### config.mk
export PLATFORM = sky130hd
export DESIGN_NAME = psr_gate
export DESIGN_NICKNAME = d
export VERILOG_FILES = /design/src/rtl/psr_pkg.sv /design/src/rtl/psr_req_pick.sv /design/src/rtl/psr_next.sv /design/src/rtl/psr_gate.sv
export SDC_FILE = /design/constraint.sdc
export NUM_CORES = 1
export LEC_CHECK = 0
export BUFFER_PORTS_ARGS = -buffer_cell sky130_fd_sc_hd__buf_4
export CAP_MARGIN = 0
export CORE_MARGIN = 5
export CORE_UTILIZATION = 44
export DETAILED_ROUTE_END_ITERATION = 8
export MAX_ROUTING_LAYER = met4
export PLACE_DENSITY_LB_ADDON = 0.25
export REMOVE_ABC_BUFFERS = 1
export SLEW_MARGIN = 30
export SYNTH_ARGS = -nofsm -noshare
export SYNTH_HDL_FRONTEND = slang
export SYNTH_SLANG_ARGS = --single-unit
### constraint.sdc
create_clock -name clk -period 8.3 [get_ports clk]
set_input_delay 1.66 -clock clk [delete_from_list [all_inputs] [get_ports clk]]
set_output_delay 1.66 -clock clk [all_outputs]
set_load 0.05 [all_outputs]
### src/rtl/psr_pkg.sv
package psr_pkg;

  localparam int FLAG_W = 4;

  // Apply per-bit flag updates on top of the current flags.
  function automatic logic [FLAG_W-1:0] flags_apply(
    input logic [FLAG_W-1:0] cur,
    input logic [FLAG_W-1:0] we,
    input logic [FLAG_W-1:0] val
  );
    return (cur & ~we) | (val & we);
  endfunction

  // A request beats the current level only when strictly above it.
  function automatic logic lvl_beats(
    input logic [7:0] req_lvl,
    input logic [7:0] cur_lvl
  );
    return req_lvl > cur_lvl;
  endfunction

endpackage

### src/rtl/psr_req_pick.sv
module psr_req_pick #(
  parameter int N_REQ = 4,
  parameter int LVL_W = 3,
  localparam int IDX_W = (N_REQ > 1) ? $clog2(N_REQ) : 1
) (
  input  logic [N_REQ-1:0]       req,
  input  logic [N_REQ*LVL_W-1:0] lvl_flat,
  output logic                   hit,
  output logic [LVL_W-1:0]       win_lvl,
  output logic [IDX_W-1:0]       win_idx
);

  logic [LVL_W-1:0] lvl_a [N_REQ];

  for (genvar g = 0; g < N_REQ; g++) begin : g_unpack
    assign lvl_a[g] = lvl_flat[g*LVL_W +: LVL_W];
  end

  // Linear scan: strict compare keeps the lowest index on ties.
  always_comb begin
    hit     = 1'b0;
    win_lvl = '0;
    win_idx = '0;
    for (int i = 0; i < N_REQ; i++) begin
      if (req[i] && (!hit || (lvl_a[i] > win_lvl))) begin
        hit     = 1'b1;
        win_lvl = lvl_a[i];
        win_idx = IDX_W'(i);
      end
    end
  end

endmodule

### src/rtl/psr_next.sv
module psr_next #(
  parameter int LVL_W = 3,
  localparam int ST_W = LVL_W + 1 + psr_pkg::FLAG_W
) (
  input  logic [ST_W-1:0]            cur,
  input  logic [psr_pkg::FLAG_W-1:0] fwe,
  input  logic [psr_pkg::FLAG_W-1:0] fval,
  input  logic                       ie_wr,
  input  logic                       ie_wd,
  input  logic                       accept,
  input  logic [LVL_W-1:0]           acc_lvl,
  input  logic                       reti,
  input  logic [ST_W-1:0]            reti_data,
  output logic [ST_W-1:0]            merged,
  output logic [ST_W-1:0]            nxt
);
  import psr_pkg::*;

  localparam int IE_B = FLAG_W;

  logic [FLAG_W-1:0] flags_new;
  logic              ie_new;

  assign flags_new = flags_apply(cur[FLAG_W-1:0], fwe, fval);
  assign merged    = {cur[ST_W-1:FLAG_W], flags_new};
  assign ie_new    = ie_wr ? ie_wd : cur[IE_B];

  always_comb begin
    if (reti)        nxt = reti_data;
    else if (accept) nxt = {acc_lvl, 1'b0, flags_new};
    else             nxt = {cur[ST_W-1:IE_B+1], ie_new, flags_new};
  end

endmodule

### src/rtl/psr_gate.sv
module psr_gate #(
  parameter int N_REQ = 4,
  parameter int LVL_W = 3,
  localparam int ST_W  = LVL_W + 1 + psr_pkg::FLAG_W,
  localparam int IDX_W = (N_REQ > 1) ? $clog2(N_REQ) : 1
) (
  input  logic                       clk,
  input  logic                       rst_n,
  input  logic [psr_pkg::FLAG_W-1:0] flag_we,
  input  logic [psr_pkg::FLAG_W-1:0] flag_val,
  input  logic                       ie_wr,
  input  logic                       ie_wdata,
  input  logic [N_REQ-1:0]           irq_req,
  input  logic [N_REQ*LVL_W-1:0]     irq_lvl,
  input  logic                       dbg_entry,
  input  logic                       reti,
  input  logic [ST_W-1:0]            reti_data,
  output logic [ST_W-1:0]            status,
  output logic                       take,
  output logic [IDX_W-1:0]           take_idx,
  output logic [LVL_W-1:0]           take_lvl,
  output logic [ST_W-1:0]            push_data
);
  import psr_pkg::*;

  localparam int IE_B = FLAG_W;

  logic [ST_W-1:0]  psr_q, psr_d, merged;
  logic             win_hit, gate_open, accept;
  logic [LVL_W-1:0] win_lvl, cur_il;
  logic [IDX_W-1:0] win_idx;

  assign cur_il = psr_q[ST_W-1:IE_B+1];

  psr_req_pick #(.N_REQ(N_REQ), .LVL_W(LVL_W)) u_pick (
    .req(irq_req), .lvl_flat(irq_lvl),
    .hit(win_hit), .win_lvl(win_lvl), .win_idx(win_idx)
  );

  assign gate_open = psr_q[IE_B] && !dbg_entry && !reti;
  assign accept    = gate_open && win_hit && lvl_beats(8'(win_lvl), 8'(cur_il));

  psr_next #(.LVL_W(LVL_W)) u_next (
    .cur(psr_q), .fwe(flag_we), .fval(flag_val),
    .ie_wr(ie_wr), .ie_wd(ie_wdata),
    .accept(accept), .acc_lvl(win_lvl),
    .reti(reti), .reti_data(reti_data),
    .merged(merged), .nxt(psr_d)
  );

  always_ff @(posedge clk or negedge rst_n) begin
    if (!rst_n) psr_q <= '0;
    else        psr_q <= psr_d;
  end

  assign status    = psr_q;
  assign take      = accept;
  assign take_idx  = accept ? win_idx : '0;
  assign take_lvl  = accept ? win_lvl : '0;
  assign push_data = accept ? merged : '0;

endmodule

# Word level (Yosys, flattened, before mapping)
# Index checks and enable logic that the tools add are counted.
# word_totals
input_bits,38
wordCells,45
register_bits,8
output_inout_bits,22
# classes
muxes,17
order_cmp,4
bitwise,4
reduce_logical,17
# op_table
op,count
$mux 8,3
$mux 3,5
$gt 3x3->1,4
$and 4x4->4,2
$logic_and 1x1->1,7
$mux 1,6
$mux 2,3
$logic_not 1->1,5
$not 4->4,1
$or 4x4->4,1
$logic_or 1x1->1,3
$reduce_bool 3->1,1
$reduce_bool 2->1,1

# Logic depth before layout (Yosys ltp)
# logic_depth
word_depth,17
depth_mapped,27
mapped_depth_nobuf,25

# Cells and area by module
# From an unflattened synthesis, not the netlist that was laid out.
# hier_totals
hier_cells,128
hier_area_um2,1197.4
# modules_own_cells
mod,cells_each,seq_area_each_um2,instances,area_each_um2
psr_gate,48,200.2,1,561.8
psr_req_pick,55,0.0,1,417.9
psr_next,25,0.0,1,217.7

# Worst setup path after synthesis
# Ideal clock, no wire load.
# synth_path
kind,input port to output port
from,input port irq_req[0]
to,output port take_lvl[1]
stages,24
arrival_ps,7112
required_ps,6640
slack_ps,-472
cell_sequence,buf_6 -> nand2_1 -> inv_1 -> ha_1 -> nand3_1 -> a21bo_2 -> a21oi_1 -> nor2_1 -> ha_1 -> nor2b_4 -> o311a_4 -> o21a_4 -> o31ai_2 -> ha_1 -> a32oi_1 -> o21a_1 -> nor4_2 -> a211o_2 -> ha_1 -> nand3_1 -> and3_2 -> nand3_1 -> buf_2 -> a211oi_1
# synth_via
elab_chain_len,16
word_cells_on_any_way,24
classes_between,order compare (4); mux (9); reduce/logical (11)
# synth_lines
element,line_no,source
from (decl),psr_gate.sv:13,"input logic [N_REQ-1:0] irq_req,"
$mux 3 or $mux 1 (tied branches),psr_req_pick.sv:25,if (req[i] && (!hit || (lvl_a[i] > win_lvl))) begin
$gt 3x3->1 or $logic_not 1->1 (tied branches),psr_req_pick.sv:25,
$logic_or 1x1->1,psr_req_pick.sv:25,
$logic_and 1x1->1,psr_req_pick.sv:25,
$mux 3 or $mux 1 (tied branches),psr_req_pick.sv:25,
$gt 3x3->1 or $logic_not 1->1 (tied branches),psr_req_pick.sv:25,
$logic_or 1x1->1,psr_req_pick.sv:25,
$logic_and 1x1->1,psr_req_pick.sv:25,
$mux 3 or $mux 1 (tied branches),psr_req_pick.sv:25,
$gt 3x3->1 or $logic_not 1->1 (tied branches),psr_req_pick.sv:25,
$logic_or 1x1->1,psr_req_pick.sv:25,
$logic_and 1x1->1,psr_req_pick.sv:25,
$mux 3 or $mux 1 (tied branches),psr_req_pick.sv:25,
$gt 3x3->1 or $logic_and 1x1->1 (tied branches),"psr_pkg.sv:19, psr_gate.sv:41",
$logic_and 1x1->1,psr_gate.sv:41,"assign accept = gate_open && win_hit && lvl_beats(8'(win_lvl), 8'(cur_il));"
$mux 3 (*),psr_gate.sv:59,assign take_lvl = accept ? win_lvl : '0;
to (decl),psr_gate.sv:21,"output logic [LVL_W-1:0] take_lvl,"
# Every way passes the cells marked *; elsewhere a longest branch is shown, timed or not.

# Worst setup path after layout
# layout_path
from,input port irq_req[0]
to,output port take_lvl[2]
# The elaborated chain is that of the path after synthesis.

==> impl_metrics.yaml <==
setup_path:
  crit_type: "input port to primary output"
  critical_path_arrival_ns: 6.56
  crit_path_start: "irq_req[0]"
  endpoint_kind: "primary output"
  r2r_end: "status[5]"
  cpPeakStageDelay_ns: 0.33
  reg2reg_slack_ns: 6.50
  setup.worst_path.end: "take_lvl[2]"
  worst_path_most_repeated_cell: "ha_1"
  cpMaxStageDelayCell: "o311a_4"
  reg2reg_from: "status[6]"
  critPathLaunchType: "input port"
  cp.required_ns: 6.64
  cp_cell_sequence: "buf_4 > nand2_1 > ha_1 > nand3b_1 > a21bo_4 > a21oi_2 > nor2_1 > ha_1 > nor2b_4 > o311a_4 > o21a_4 > o31ai_4 > ha_4 > a32oi_2 > o21a_1 > nor4_4 > a211o_2 > ha_1 > nand3_1 > and3_4 > nand3_4 > a211oi_1 > buf_4"
  cp_max_fo: 7
  r2r_cells: 7
flow_run:
  maxCapViolCount: 0
global_routing:
  grt_pass1_wl_microns: 5430
  grt_start_max_net_pins: 14
  grt_pass1_vias: 1301
  grt_usage_pct: 20.16
  antenna_found_initial: 0
  overflow: 0
floorplan:
  top_level_ports: 60
  die_x_microns: 59.66
  die_h_microns: 59.66
  start_util_pct: 45.02
  die_area_sq_um: 3559
  core_area_sq_um: 2410
  rows: 18
timing:
  worst_slack_ns: 0.08106
  hold_violations: 0
  slew_violations: 0
  setup_viol: 0
  max_slew_margin_pct: 75.27
  setup_tns_ns: 0
  fin_crit_sh_pct: 99.02
  finClkSkew_ns: 0.001652
  max_freq_mhz: 121.7
  period_needed_ns: 8.219
  rsz0062_at_grt: "true"
  worst_slew_pin_slew_ns: 0.3689
hold_path:
  holdCritStartpoint: "status[3]"
  hold_path_class: "flip-flop to flip-flop"
logic_synthesis:
  yosysUniqueCellTypes: 39
  synth_flop_cell: "dfrtp_1"
  synth_warnings: 0
  yosysTopAreaCellShare_pct: 18.45
  avgSynthCellArea_sq_um: 8.409
  synthTopCellsByCount: "12 x ha_1, 12 x nor2_1, 11 x nand2_1"
  synth_edf_count: 0
  seq_area_frac_synth_pct: 18.45
  yosysTopAreaCell: "dfrtp_1"
  ys_top_cells_by_area: "dfrtp_1 18%, ha_1 14%, mux2_2 8.3%"
  netlist_instances: 129
  synth_area_sq_um: 1085
  ys_ff_latch: 8
  synth-async-reset-ratio_pct: 100.0
final_layout:
  largest_reg_flops: 8
  drive_above_1_share_pct: 60.10
  antenna_cells: 0
  postLayoutCoreUtil_pct: 78.66
  syn_to_final_growth_pct: 74.74
  nets: 260
pwr:
  power_leakage_nw: 0.9030
  switchingPower_w: 0.0001203
  pwr-share-seq_pct: 17.9
  p_comb_share_pct: 71.2
  peakVddDrop_v: 0.00009938
  pwr-share-clk_pct: 10.9
  p_sw_share_pct: 45.64
  power_per_cell_area_nw_per_um2: 139.0
  p_total_w: 0.0002635
  p_int_w: 0.0001432
clocking:
  clock_path_buffers: 2
  cts_buffers: 3
  htreeDepth: 1
  cts_tree: "done"
  clk_latency_ns: 0.25
  root_buffer: "clkbuf_4"
  clkTransAtPathRegs_ns: 0.05
  cts.sinks: 8
detailed_routing:
  drc: 0
  postRouteAntennaNets: 0
  routedWlPerCell_microns: 16.51
  firstDrtPassIters: 4
  vias: 1374
  routed_wl_microns: 3930
  drt_iter0_drc: 27
  vias_per_cell: 5.773
placed_design:
  io_buffers: 59
  pre_cts_ws_ns: -0.2092
  dp.final_hpwl_microns: 2796
  place.gp.congestion: 0.9197
run_status:
  status: "finished, final reports clean"
layer usage:
| layer | part of all wire (%) | wire length [microns] | global-route usage (%) | up-vias |
|---|---|---|---|---|
| met4 | 2.7 | 106 | 8.228 | 0 |
| met3 | 9.8 | 386 | 2.160 | 11 |
| met2 | 51 | 2011 | 36.11 | 78 |
| li1 | - | - | - | 631 |
| met5 | 0 | 0 | - | - |
| met1 | 36 | 1425 | 22.50 | 654 |
worst max-delay path, delay by kind of cell:
family | cells | cell delay, ns
adder cells (fa/ha/maj) | 4 | 1.16
AO/OA/AOI/OAI | 9 | 2.46
buffers and inverters | 2 | 0.36
AND/OR/NAND/NOR | 8 | 0.90
layout make-up:
cell class | count | area [sq um]
multi-input cells | 109 | 1001
fillers | 154 | 514.2
clock buffers | 3 | 22.52
flip-flops and latches | 8 | 200.2
well taps | 30 | 37.54
inverters | 8 | 30.03
repair buffers | 80 | 604.3
power by group through the flow:
stage	registers (W)	logic [W]	clock network, W
6_report	0.0000471	0.000188	0.0000288
5_1_grt	0.0000477	0.000199	0.0000314
4_1_cts	0.0000470	0.000162	0.0000296
3_5_place_dp	0.0000476	0.000148	0
3_3_place_gp	0.0000472	0.000143	0
2_1_floorplan	0.0000636	0.0000780	0
placed cells by master, fill, tap and decap left out, drive strengths merged, types with 4 or more instances in the layout:
cell / instances
a21oi: 9
and2: 7
buf: 80
dfrtp: 8
ha: 12
inv: 8
mux2: 8
nand2: 11
nand3: 7
nand3b: 4
nor2: 12
nor2b: 4
o21ai: 4
cell families (layout without fill, tap and decap cells):
group,after synthesis,after routing,share of synthesized area [%]
DFF,8,8,18.45
muxes,11,11,11.07
AOI/OAI and AO/OA,34,34,24.80
and+or+nand+nor,52,52,26.18
adders and majority gates,12,12,13.84
buffers and inverters,12,91,5.651
worst min path at each step:
stage | endpoint | slack (ns) | depth (start not counted)
2_1_floorplan | status[4] | 0.86 | 2
3_3_place_gp | status[4] | 0.62 | 2
3_5_place_dp | status[3] | 0.65 | 2
4_1_cts | status[3] | 0.66 | 2
5_1_grt | status[2] | 0.69 | 2
6_report | status[3] | 0.66 | 2
through the flow:
step                hold WS (ns)  cell area (sq um)  std cells
floorplan                 0.8582               1054        125
global placement          0.6178               1624        226
detailed placement        0.6475               1624        226
CTS                       0.6589               1735        236
global route              0.6892               1896        238
finish                    0.6567               1896        238
timing repair:
item                       4_1_cts  5_1_grt
gates resized for setup          8       25
hold buffers                     0        0
setup buffers                    7        2
pin swaps                        2        6
setup endpoints to repair       12       14
cloned                           0        0
Note: power is estimated with default switching activity, not from simulation.
